===== src/rtl/tick_pkg.sv =====
package tick_pkg;
  localparam int DATA_W = 32;
  localparam int ADDR_W = 4;

  typedef enum logic [1:0] {
    SEL_CTRL = 2'd0,
    SEL_LOAD = 2'd1,
    SEL_CUR  = 2'd2,
    SEL_CAL  = 2'd3
  } reg_sel_e;

  localparam int BIT_RUN     = 0;
  localparam int BIT_IRQEN   = 1;
  localparam int BIT_CORESRC = 2;
  localparam int BIT_WRAP    = 16;
  localparam int BIT_SKEW    = 30;
  localparam int BIT_NOREF   = 31;
endpackage


===== src/rtl/tick_refsync.sv =====
module tick_refsync #(
  parameter int STAGES = 2
) (
  input  logic clk_i,
  input  logic rst_ni,
  input  logic ref_i,
  output logic rise_o
);
  logic [STAGES-1:0] sync_q;
  logic              last_q;

  always_ff @(posedge clk_i or negedge rst_ni) begin
    if (!rst_ni) sync_q[0] <= 1'b0;
    else         sync_q[0] <= ref_i;
  end

  generate
    for (genvar g = 1; g < STAGES; g++) begin : g_chain
      always_ff @(posedge clk_i or negedge rst_ni) begin
        if (!rst_ni) sync_q[g] <= 1'b0;
        else         sync_q[g] <= sync_q[g-1];
      end
    end
  endgenerate

  always_ff @(posedge clk_i or negedge rst_ni) begin
    if (!rst_ni) last_q <= 1'b0;
    else         last_q <= sync_q[STAGES-1];
  end

  assign rise_o = sync_q[STAGES-1] & ~last_q;

  // an edge pulse never lasts two cycles
  assert_ref_pulse_single_R7: assert property (@(posedge clk_i) disable iff (!rst_ni)
    rise_o |=> !rise_o);
endmodule


===== src/rtl/tick_counter.sv =====
module tick_counter #(
  parameter int CNT_W = 24
) (
  input  logic             clk_i,
  input  logic             rst_ni,
  input  logic             run_i,
  input  logic             step_i,
  input  logic             clear_i,
  input  logic             wrap_clr_i,
  input  logic             irq_en_i,
  input  logic [CNT_W-1:0] reload_i,
  output logic [CNT_W-1:0] cur_o,
  output logic             wrap_o,
  output logic             irq_o
);
  localparam logic [CNT_W-1:0] ONE  = CNT_W'(1);
  localparam logic [CNT_W-1:0] ZERO = '0;

  logic [CNT_W-1:0] cur_q;
  logic             wrap_q;
  logic             irq_q;
  logic             advance;
  logic             expire;

  assign advance = run_i & step_i & ~clear_i;
  assign expire  = advance & (cur_q == ONE);

  always_ff @(posedge clk_i or negedge rst_ni) begin
    if (!rst_ni) begin
      cur_q <= ZERO;
    end else if (clear_i) begin
      cur_q <= ZERO;
    end else if (advance) begin
      cur_q <= (cur_q == ZERO) ? reload_i : cur_q - ONE;
    end
  end

  always_ff @(posedge clk_i or negedge rst_ni) begin
    if (!rst_ni)                      wrap_q <= 1'b0;
    else if (expire)                  wrap_q <= 1'b1;
    else if (clear_i || wrap_clr_i)   wrap_q <= 1'b0;
  end

  always_ff @(posedge clk_i or negedge rst_ni) begin
    if (!rst_ni) irq_q <= 1'b0;
    else         irq_q <= expire & irq_en_i;
  end

  assign cur_o  = cur_q;
  assign wrap_o = wrap_q;
  assign irq_o  = irq_q;

  // a live-count write leaves zero and no flag
  assert_cur_clear_R6: assert property (@(posedge clk_i) disable iff (!rst_ni)
    clear_i |=> (cur_o == ZERO) && !wrap_o);
  // stopped counter holds
  assert_hold_when_stopped_R10: assert property (@(posedge clk_i) disable iff (!rst_ni)
    (!run_i && !clear_i) |=> $stable(cur_o));
  // request is a single-cycle pulse
  assert_irq_single_R4: assert property (@(posedge clk_i) disable iff (!rst_ni)
    irq_o |=> !irq_o);
  // every request coincides with a set flag and a zero count
  assert_irq_with_flag_R3: assert property (@(posedge clk_i) disable iff (!rst_ni)
    irq_o |-> (wrap_o && cur_o == ZERO));
  // coincident clear request never drops a new expiry
  assert_wrap_kept_R5: assert property (@(posedge clk_i) disable iff (!rst_ni)
    (run_i && step_i && !clear_i && cur_o == ONE) |=> wrap_o);
endmodule


===== src/rtl/tick_regif.sv =====
module tick_regif
  import tick_pkg::*;
#(
  parameter int               CNT_W     = 24,
  parameter bit               HAS_REF   = 1'b1,
  parameter logic [CNT_W-1:0] CAL_TENMS = CNT_W'(99999),
  parameter bit               CAL_SKEW  = 1'b1
) (
  input  logic              clk_i,
  input  logic              rst_ni,
  input  logic [ADDR_W-1:0] bus_addr_i,
  input  logic              bus_wr_i,
  input  logic [DATA_W-1:0] bus_wdata_i,
  input  logic              bus_rd_i,
  output logic [DATA_W-1:0] bus_rdata_o,
  input  logic [CNT_W-1:0]  cur_i,
  input  logic              wrap_i,
  output logic              run_o,
  output logic              irq_en_o,
  output logic              core_src_o,
  output logic [CNT_W-1:0]  reload_o,
  output logic              cur_clear_o,
  output logic              wrap_clr_o
);
  localparam int SEL_LSB = 2;

  reg_sel_e          sel;
  logic              run_q, irq_en_q, src_q;
  logic [CNT_W-1:0]  reload_q;
  logic [DATA_W-1:0] rd_mux, rdata_q;
  logic [DATA_W-1:0] ctrl_word, cal_word;
  logic              unused_bits;

  assign sel         = reg_sel_e'(bus_addr_i[SEL_LSB+1:SEL_LSB]);
  assign unused_bits = ^{bus_wdata_i[DATA_W-1:CNT_W], bus_addr_i[SEL_LSB-1:0]};

  always_ff @(posedge clk_i or negedge rst_ni) begin
    if (!rst_ni) begin
      run_q    <= 1'b0;
      irq_en_q <= 1'b0;
      src_q    <= 1'b0;
      reload_q <= '0;
    end else if (bus_wr_i) begin
      if (sel == SEL_CTRL) begin
        run_q    <= bus_wdata_i[BIT_RUN];
        irq_en_q <= bus_wdata_i[BIT_IRQEN];
        src_q    <= bus_wdata_i[BIT_CORESRC];
      end
      if (sel == SEL_LOAD) reload_q <= bus_wdata_i[CNT_W-1:0];
    end
  end

  generate
    if (HAS_REF) begin : g_ref
      assign core_src_o = src_q;
    end else begin : g_noref
      assign core_src_o = 1'b1;
    end
  endgenerate

  always_comb begin
    ctrl_word              = '0;
    ctrl_word[BIT_RUN]     = run_q;
    ctrl_word[BIT_IRQEN]   = irq_en_q;
    ctrl_word[BIT_CORESRC] = core_src_o;
    ctrl_word[BIT_WRAP]    = wrap_i;
    cal_word               = '0;
    cal_word[CNT_W-1:0]    = CAL_TENMS;
    cal_word[BIT_SKEW]     = CAL_SKEW;
    cal_word[BIT_NOREF]    = !HAS_REF;
  end

  always_comb begin
    unique case (sel)
      SEL_CTRL: rd_mux = ctrl_word;
      SEL_LOAD: rd_mux = {{(DATA_W-CNT_W){1'b0}}, reload_q};
      SEL_CUR:  rd_mux = {{(DATA_W-CNT_W){1'b0}}, cur_i};
      default:  rd_mux = cal_word;
    endcase
  end

  always_ff @(posedge clk_i or negedge rst_ni) begin
    if (!rst_ni)       rdata_q <= '0;
    else if (bus_rd_i) rdata_q <= rd_mux;
    else               rdata_q <= '0;
  end

  assign bus_rdata_o = rdata_q;
  assign run_o       = run_q;
  assign irq_en_o    = irq_en_q;
  assign reload_o    = reload_q;
  assign cur_clear_o = bus_wr_i && (sel == SEL_CUR);
  assign wrap_clr_o  = bus_rd_i && (sel == SEL_CTRL);

  // control write lands on the next edge
  assert_ctrl_write_R9: assert property (@(posedge clk_i) disable iff (!rst_ni)
    (bus_wr_i && sel == SEL_CTRL) |=> (run_o == $past(bus_wdata_i[BIT_RUN])));
  // no register drives bits 29:24
  assert_unused_zero_R9: assert property (@(posedge clk_i) disable iff (!rst_ni)
    bus_rdata_o[29:24] == 6'd0);
  // idle cycles return zero
  assert_idle_rdata_R9: assert property (@(posedge clk_i) disable iff (!rst_ni)
    !bus_rd_i |=> bus_rdata_o == '0);
endmodule


===== src/rtl/tick_timer.sv =====
module tick_timer
  import tick_pkg::*;
#(
  parameter int               CNT_W       = 24,
  parameter bit               HAS_REF     = 1'b1,
  parameter int               SYNC_STAGES = 2,
  parameter logic [CNT_W-1:0] CAL_TENMS   = CNT_W'(99999),
  parameter bit               CAL_SKEW    = 1'b1
) (
  input  logic              clk_i,
  input  logic              rst_ni,
  input  logic              ref_clk_i,
  input  logic [ADDR_W-1:0] bus_addr_i,
  input  logic              bus_wr_i,
  input  logic [DATA_W-1:0] bus_wdata_i,
  input  logic              bus_rd_i,
  output logic [DATA_W-1:0] bus_rdata_o,
  output logic              tick_irq_o
);
  logic             run, irq_en, core_src, cur_clear, wrap_clr, wrap;
  logic             ref_rise, step;
  logic [CNT_W-1:0] reload, cur;

  tick_regif #(
    .CNT_W(CNT_W), .HAS_REF(HAS_REF), .CAL_TENMS(CAL_TENMS), .CAL_SKEW(CAL_SKEW)
  ) u_regif (
    .clk_i(clk_i), .rst_ni(rst_ni),
    .bus_addr_i(bus_addr_i), .bus_wr_i(bus_wr_i), .bus_wdata_i(bus_wdata_i),
    .bus_rd_i(bus_rd_i), .bus_rdata_o(bus_rdata_o),
    .cur_i(cur), .wrap_i(wrap),
    .run_o(run), .irq_en_o(irq_en), .core_src_o(core_src),
    .reload_o(reload), .cur_clear_o(cur_clear), .wrap_clr_o(wrap_clr)
  );

  tick_refsync #(.STAGES(SYNC_STAGES)) u_refsync (
    .clk_i(clk_i), .rst_ni(rst_ni), .ref_i(ref_clk_i), .rise_o(ref_rise)
  );

  assign step = core_src ? 1'b1 : ref_rise;

  tick_counter #(.CNT_W(CNT_W)) u_counter (
    .clk_i(clk_i), .rst_ni(rst_ni),
    .run_i(run), .step_i(step), .clear_i(cur_clear), .wrap_clr_i(wrap_clr),
    .irq_en_i(irq_en), .reload_i(reload),
    .cur_o(cur), .wrap_o(wrap), .irq_o(tick_irq_o)
  );
endmodule


===== config.mk =====
export PLATFORM = sky130hd
export DESIGN_NAME = tick_timer
export DESIGN_NICKNAME = d
export VERILOG_FILES = /design/src/rtl/tick_pkg.sv /design/src/rtl/tick_refsync.sv /design/src/rtl/tick_counter.sv /design/src/rtl/tick_regif.sv /design/src/rtl/tick_timer.sv
export SDC_FILE = /design/constraint.sdc
export NUM_CORES = 1
export LEC_CHECK = 0
export CORE_ASPECT_RATIO = 1.4
export CORE_MARGIN = 4
export CORE_UTILIZATION = 57
export DETAILED_ROUTE_END_ITERATION = 7
export DONT_BUFFER_PORTS = 1
export GPL_ROUTABILITY_DRIVEN = 0
export PLACE_DENSITY = 0.75
export REMOVE_ABC_BUFFERS = 1
export SYNTH_ARGS = -nofsm -noshare
export SYNTH_HDL_FRONTEND = slang
export SYNTH_SLANG_ARGS = --single-unit

===== constraint.sdc =====
create_clock -name clk_i -period 2.3 [get_ports clk_i]
set_clock_uncertainty 0.05 [all_clocks]
set_input_delay 0.23 -clock clk_i [delete_from_list [all_inputs] [get_ports clk_i]]
set_output_delay 0.23 -clock clk_i [all_outputs]
set_load 0.02 [all_outputs]

==> metrics list, run 1 <==
- Number of maximum-capacitance constraint violations: 0
* Met3 global-route usage: 4.19%
* Initial Utilization: 59.9%
- The number of max-slew violations in the final report was 0.
- Wire length reported by the detailed router: 10200 µm
- For this run, design rule violations remaining after detail routing come to 0.
- TritonCTS clock tree: yes
- Routed len/inst: 19.6 µm
* Area Overhead vs Synth: 21.6%
* CP Cell Sequence: buf_4 -> nor4_2 -> buf_4 -> nand4_1 -> or4_1 -> or3_1 -> a31oi_1
* Total of endpoints with negative setup slack in the final report: 0
- At the worst endpoint, the arrival time is 2.45 ns.
* Total negative setup slack: 0 ns
- At the pin with the least slew margin, the transition time is 0.802 ns.
- Classification of the worst-slack hold path: in -> reg
* Number of standard cells after synthesis: 365
- After detailed placement, the total cell area comes to 0.00432 mm².
- STA puts the critical path data required time at 2.54 ns.
- The die covers 0.00847 mm².
* DP HPWL: 6900 µm
- Post-layout net count: 470
- CTS max path bufs: 2
- For met1 alone, demand over resource in global routing was 31.6%.
- Core region area: 0.00670 mm²
* CTS buffer count: 9
* Hold path startpoint: bus_addr_i[2]
- Port buffering added 0 buffers.
* Startpoint types: register
- Sequential-to-total area share from yosys stat: 50.5%
* Global Route Usage Sum: 26.3%
- The most used flip-flop cell after synthesis is sky130_fd_sc_hd__dfrtp_1.
- After global routing the overflow that remains totals 0.
* Largest voltage drop on the vdd net: 0.000951 V
- Cell depth of the worst flop-to-flop path: 7
* Maximum number of pins on one net before global-route repair: 82
* Largest stage delay on the critical path: 0.47 ns
- Post-synth ARST share: 100%
- Final design utilization: 72.8%
* Cell family contributing the most delay on the critical path: simple AND/OR/NAND/NOR gates
- Detailed Routing Iterations Pass 1: 6
* Fraction of final layout cells sized beyond drive strength 1: 22.7%
- Mapped Avg Cell Area: 11.0 µm²
- Clock sink count: 81
* Die outline width: 78.9 µm
- Clock insertion delay at the later pin of the skew report: 0.37 ns
- Cell type of the slowest stage on the worst timing path: sky130_fd_sc_hd__or4_1
- Count of distinct cell types in the synthesized netlist: 60
* Cell at the root of the clock tree: sky130_fd_sc_hd__clkbuf_8
- Of the available clock period, the critical path in the final layout requires 96.1%.
- Global-route wire length before repair: 16900 µm
- The startpoint identified for the worst register-to-register timing path is u_counter.cur_o[12].
- In this run the critical register-to-register path is captured at u_counter.cur_o[20].
- In the routed layout, each cell is associated on average with a via count of 6.21.
- Setup repair after global routing left no endpoint under its margin.
- CP max FO: 7
- Critical path endpoint category: register
- Cell depth of the worst hold path: 1
- Measured against its own limit, the worst slew margin works out to 46.4%.
* Reported leakage power: 2.18 nW
- The final hold violation count was 0.
* Count of antenna-violating nets left after detailed routing: 0
* Yosys warning total: 0
- Met2 global-route usage: 44.8%
- After clock tree synthesis, the clock-pin slew on the worst setup and hold paths is 0.08 ns.
* Rows: 35
- Setup Crit Path Kind: reg -> reg
- For this design the ratio of total power to cell area is 1140 mW/mm².
* Outcome: finished, final reports clean
- Worst Hold Path EP: u_regif.bus_rdata_o[1]
* EDFF count, synth: 0
* Initial antenna violation count: 0
- Setup slack on the worst reg-to-reg path comes out at 0.09 ns.
* Die H: 107 µm
* Cell area after synthesis: 0.00401 mm²
- Violation count after the first detailed-route iteration: 332
- Vias in the first global route: 3378
- Number of levels the H-tree was split into: 3
- I/O pin count: 74
- The cell that appears most often on the critical path is sky130_fd_sc_hd__buf_4.
- The global routing stage identified its most utilized layer as met2.
* Shortest clock period the worst path allows after layout: 2.21 ns
- In this run, synthesis produced a sequential element count of 81.
- Detailed routing inserted a total of 3247 vias.
- Cell area after layout: 0.00488 mm²
* Max Fclk: 453 MHz
* Critical path buffer and inverter count: 2
- Inserted Diodes: 0
worst max-delay path by stage:
stage / from / to / slack [ns] / depth (start not counted)
5_1_grt: u_counter.cur_o[8] / u_counter.cur_o[21] / 0.006 / 6
2_1_floorplan: u_counter.cur_o[12] / u_counter.cur_o[21] / -0.14 / 5
3_3_place_gp: bus_addr_i[2] / u_regif.reload_o[3] / -0.02 / 4
6_report: u_counter.cur_o[12] / u_counter.cur_o[20] / 0.09 / 7
4_1_cts: u_counter.cur_o[12] / u_counter.cur_o[11] / 0.05 / 6
3_5_place_dp: bus_addr_i[2] / u_regif.reload_o[8] / -0.09 / 4
repair_timing:
action | 4_1_cts | 5_1_grt
endpoints found under the setup margin | 0 | 27
hold buffers | 31 | 0
resized for setup | 0 | 3
endpoints found under the hold margin | 135 | 0
buffers inserted | 0 | 1
metrics by stage:
step                      total power (W)  setup slack, ns  hold WS, ns  cells
final                             0.00557           0.0908       0.0146    523
after global routing              0.00590          0.00611     0.000586    523
after CTS                         0.00547           0.0513      0.00173    522
after detailed placement          0.00427          -0.0851       -0.113    475
after global placement            0.00419          -0.0205       -0.113    475
after floorplan                   0.00336           -0.142       -0.116    344
registers in the layout, summed over array words and instances (netlist names):
register / flops
u_regif.reload_o: 24
u_regif.run_o: 1
u_refsync.sync_q: 2
u_regif.irq_en_o: 1
u_counter.cur_o: 24
u_counter.wrap_o: 1
u_regif.bus_rdata_o: 25
u_counter.irq_o: 1
u_refsync.last_q: 1
u_regif.core_src_o: 1
cell usage in the layout (no fill, tap or decap), drive strengths merged, types with 6 or more instances in the layout:
master / n
o21ai: 22
a22oi: 15
nor3: 9
clkbuf: 11
conb: 7
mux2i: 14
nand2: 25
o22ai: 10
nor2b: 18
nand3: 8
nor4: 9
a21boi: 6
mux2: 30
dlygate4sd3: 30
nor2: 14
dfrtp: 81
or3: 6
buf: 41
layer usage:
layer / routed length, µm / up-vias
li1: - / 1480
met1: 3900 / 1583
met2: 5330 / 161
met3: 673 / 23
met4: 337 / 0
met5: 0 / -
Yosys cell counts (all sizes together) (4+ instances only):
library cell | n | area share [%]
nand4 | 5 | 0.78
o221a | 4 | 1.1
clkbuf | 15 | 1.4
buf | 12 | 2.1
mux2 | 30 | 8.4
or3 | 6 | 0.94
nand3 | 8 | 1.4
o22ai | 10 | 1.6
nor2b | 18 | 2.8
dfrtp | 81 | 50
a21oi | 5 | 0.72
o21ai | 22 | 2.7
o2bb2ai | 4 | 0.87
a21boi | 6 | 1.1
nor3 | 9 | 1.2
inv | 5 | 0.47
a22oi | 15 | 2.8
nand2 | 25 | 2.3
nor4 | 9 | 1.6
nor2 | 14 | 1.3
o41ai | 4 | 0.87
mux2i | 14 | 3.5
power by group:
| group | switching (W) | leakage (nW) | internal, W |
|---|---|---|---|
| clock network | 0.000511 | 0.0995 | 0.000610 |
| logic | 0.00126 | 1.04 | 0.00115 |
| registers | 0.000338 | 1.04 | 0.00170 |
layout make-up:
class                      count  area [µm²]
clock inverter                 5        80.1
clock buffer                  11         131
sequential                    81        2030
tap                           92         115
timing repair buffer          71         641
inverter                       5        18.8
multi-input combinational    258        1870
fill                         483        1820
cell families (layout without fill, tap and decap cells):
group | Yosys count | in the layout | synth area share, %
muxes | 44 | 44 | 11.9
other | 1 | 7 | 0.0934
DFF | 81 | 81 | 50.5
and+or+nand+nor | 113 | 113 | 16.5
AOI/OAI and AO/OA | 91 | 91 | 16.1
adders and majority gates | 3 | 3 | 0.935
buffers and inverters | 32 | 92 | 3.93
(Power assumes the default switching activity.)
==> run 2, diff against run 1 <==
--- a/config.mk
+++ b/config.mk
@@ -7,11 +7,11 @@
 export LEC_CHECK = 0
 export CORE_ASPECT_RATIO = 1.4
 export CORE_MARGIN = 4
-export CORE_UTILIZATION = 57
+export CORE_UTILIZATION = 50
 export DETAILED_ROUTE_END_ITERATION = 7
 export DONT_BUFFER_PORTS = 1
 export GPL_ROUTABILITY_DRIVEN = 0
-export PLACE_DENSITY = 0.75
+export PLACE_DENSITY = 0.68
 export REMOVE_ABC_BUFFERS = 1
 export SYNTH_ARGS = -nofsm -noshare
 export SYNTH_HDL_FRONTEND = slang
==> run 2 against run 1 <==
Against the previous run: worst setup slack better by 0.026 ns; total power grew 1.1%; critical path type unchanged; largest power group unchanged; sequential power is essentially flat; via count fell by 1.7%; critical endpoint is now u_counter.cur_o[12]; register-to-register slack better by 0.03 ns.
==> metrics list, run 2 (same netlist as run 1, synthesis figures left out) <==
* Reported leakage power: 2.19 nW
* Fin. Hold Viols: 0
- In this run the register-to-register setup slack is 0.12 ns.
- Violation count after the first detailed-route iteration: 209
- Buffers placed on the I/O ports in this run total 0.
- VDD sags by at most 0.000580 V.
* Number of levels the H-tree was split into: 3
- CP max FO: 12
- Measured along the y axis, the die boundary spans 114 µm.
- For this run, the total global-route usage over all layers was measured as 22.2%.
* Wire length reported by the detailed router: 10100 µm
- The worst setup path is launched from a register.
- In this design, the stage delay of the slowest critical-path cell is 0.56 ns.
- The via count of the first global-routing pass is 3295.
- Fill cells in the final layout number 662.
* Origin of the critical flop-to-flop path: u_counter.cur_o[12]
- For the pin with the worst max-slew slack, the measured transition is 1.16 ns.
* Area Overhead vs Synth: 21.8%
* CTS buffer count: 9
- Setup Crit Path Kind: reg -> reg
* Maximum number of pins on one net before global-route repair: 82
* Cell family contributing the most delay on the critical path: simple AND/OR/NAND/NOR gates
- Overall power consumption after layout is estimated at 0.00563 W.
- 0 antenna diodes ended up in the layout.
- The tree built by TritonCTS fans out to 81 sinks.
- Routed len/inst: 19.0 µm
- Reg clk slew, reported paths: 0.08 ns
- Count of antenna-violating nets left after detailed routing: 0
* Most frequent cell on the critical path: sky130_fd_sc_hd__buf_4
- Critical path endpoint category: register
- TritonCTS built the clock tree.
- Cell depth of the worst hold path: 1
- The slowest stage of the critical path belongs to the cell sky130_fd_sc_hd__or4_4.
- STA puts the critical path data required time at 2.49 ns.
* Max Fclk: 458 MHz
- Hold Worst Slack: 0.0231 ns
* Total of endpoints with negative setup slack in the final report: 0
- Max FFs per register: 25
- In the final design database the tool counted 470 nets.
* Slew HR: 22.6%
- CTS max path bufs: 2
- Cell at the root of the clock tree: sky130_fd_sc_hd__clkbuf_8
- Total power divided by cell area: 1150 mW/mm²
- Worst Hold Path EP: u_regif.bus_rdata_o[2]
* Shortest clock period the worst path allows after layout: 2.18 ns
- For this run, the detailed router's first-pass iteration total came to 5.
- Classification of the worst-slack hold path: in -> reg
* Endpoint of the worst-slack reg-to-reg timing path: u_counter.cur_o[12]
- Once layout is done, the placed cells without fillers occupy 0.00489 mm².
* CP Cell Sequence: or4_4 -> nor4b_4 -> buf_4 -> nand3_4 -> buf_4 -> a31oi_1 -> o22ai_1
- After detailed routing, the number of remaining DRC violations is 0.
* Most common library cell in the layout ignoring fill and taps: sky130_fd_sc_hd__dfrtp_1
* Leading cell types in the layout, fill and taps excluded: 81 x sky130_fd_sc_hd__dfrtp_1, 41 x sky130_fd_sc_hd__buf_4, 29 x sky130_fd_sc_hd__mux2_2, 29 x sky130_fd_sc_hd__dlygate4sd3_1, 25 x sky130_fd_sc_hd__nand2_1
- The floorplan has 38 rows.
- The die covers 0.00955 mm².
* DP HPWL: 6870 µm
- Area post-placement: 0.00432 mm²
- Slew Viols, Final: 0
- Data on the critical path arrives at its endpoint at 2.37 ns.
- Summing over every cut layer, the via total after detailed routing is 3193.
* Initial Utilization: 51.5%
* Number of maximum-capacitance constraint violations: 0
- Die outline width: 83.7 µm
* Global-route wire length before repair: 16600 µm
- The startpoint identified for the worst hold timing path is bus_addr_i[2].
- Of the available clock period, the critical path in the final layout requires 94.9%.
- Initial antenna violation count: 0
- Setup repair after global routing missed its margin: false
- Grt total ovfl: 0
- Cell depth of the worst flop-to-flop path: 7
- I/O pin count: 74
* Core region area: 0.00780 mm²
* Critical path buffer and inverter count: 2
* Outcome: finished, final reports clean
- Clock latency on the worst-skew pair, taken at its later pin, is 0.36 ns.
- Fraction of final layout cells sized beyond drive strength 1: 22.3%
- Via count normalized by instance count: 6.02
## run 2: changes by cell type in the layout (fill, tap and decap cells not counted)
cell                            before  now
sky130_fd_sc_hd__clkbuf_1            2    3
sky130_fd_sc_hd__nor3_4              1    0
sky130_fd_sc_hd__nor2b_2             1    0
sky130_fd_sc_hd__clkinvlp_4          2    0
sky130_fd_sc_hd__nor4b_2             1    0
sky130_fd_sc_hd__clkinv_2            1    0
sky130_fd_sc_hd__buf_4              39   41
sky130_fd_sc_hd__nor4b_4             1    2
sky130_fd_sc_hd__nor2b_1            17   18
sky130_fd_sc_hd__dlygate4sd3_1      30   29
sky130_fd_sc_hd__nor3_2              0    1
sky130_fd_sc_hd__bufinv_16           2    3
sky130_fd_sc_hd__buf_12              1    0
## run 2: area by class of cell
type / count / area [µm²] / share of cell area (%)
clock buffer: 12 / 135 / 2.76
clock inverter: 3 / 90.1 / 1.84
inverter: 5 / 18.8 / 0.384
multi-input combinational: 258 / 1870 / 38.2
sequential: 81 / 2030 / 41.5
tap: 100 / 125 / 2.56
timing repair buffer: 71 / 626 / 12.8
## run 2: power breakdown
| part | internal [W] | switching (W) | total, W |
|---|---|---|---|
| combinational | 0.00117 | 0.00123 | 0.00240 |
| sequential | 0.00171 | 0.000340 | 0.00204 |
| clock | 0.000717 | 0.000474 | 0.00119 |
## run 2: stage by stage
stage                     instances  setup TNS (ns)  utilization [%]  worst slack (ns)
after floorplan                 344          -0.142                -            -0.142
after global placement          484               0             55.4             0.106
after detailed placement        484               0             55.4            0.0747
after CTS                       529               0             62.4            0.0668
after global routing            530               0             62.7            0.0151
final                           530               0             62.7             0.116
## run 2: routing by layer
| layer | track usage, % | vias to the layer above | share of wire [%] |
|---|---|---|---|
| met5 | 0 | - | 0 |
| met4 | 7.73 | 0 | 2.4 |
| met3 | 5.35 | 21 | 5.6 |
| met2 | 38.4 | 113 | 52 |
| met1 | 27.2 | 1589 | 40 |
| li1 | - | 1470 | - |
## run 2: worst max-delay path by stage
stage	from	to	slack (ns)	depth (start not counted)
6_report	u_counter.cur_o[12]	u_counter.cur_o[12]	0.12	7
5_1_grt	u_counter.cur_o[1]	u_counter.cur_o[20]	0.02	7
4_1_cts	u_counter.cur_o[12]	u_counter.cur_o[12]	0.07	6
3_5_place_dp	u_counter.cur_o[12]	u_counter.cur_o[12]	0.07	6
3_3_place_gp	u_counter.cur_o[12]	u_counter.cur_o[12]	0.11	6
2_1_floorplan	u_counter.cur_o[12]	u_counter.cur_o[21]	-0.14	5
## run 2: repair_timing
| item | CTS | global route |
|---|---|---|
| buffers inserted | 0 | 1 |
| hold endpoints to repair | 135 | 0 |
| gates resized for setup | 0 | 2 |
| endpoints found under the setup margin | 0 | 16 |
| hold buffers | 30 | 0 |
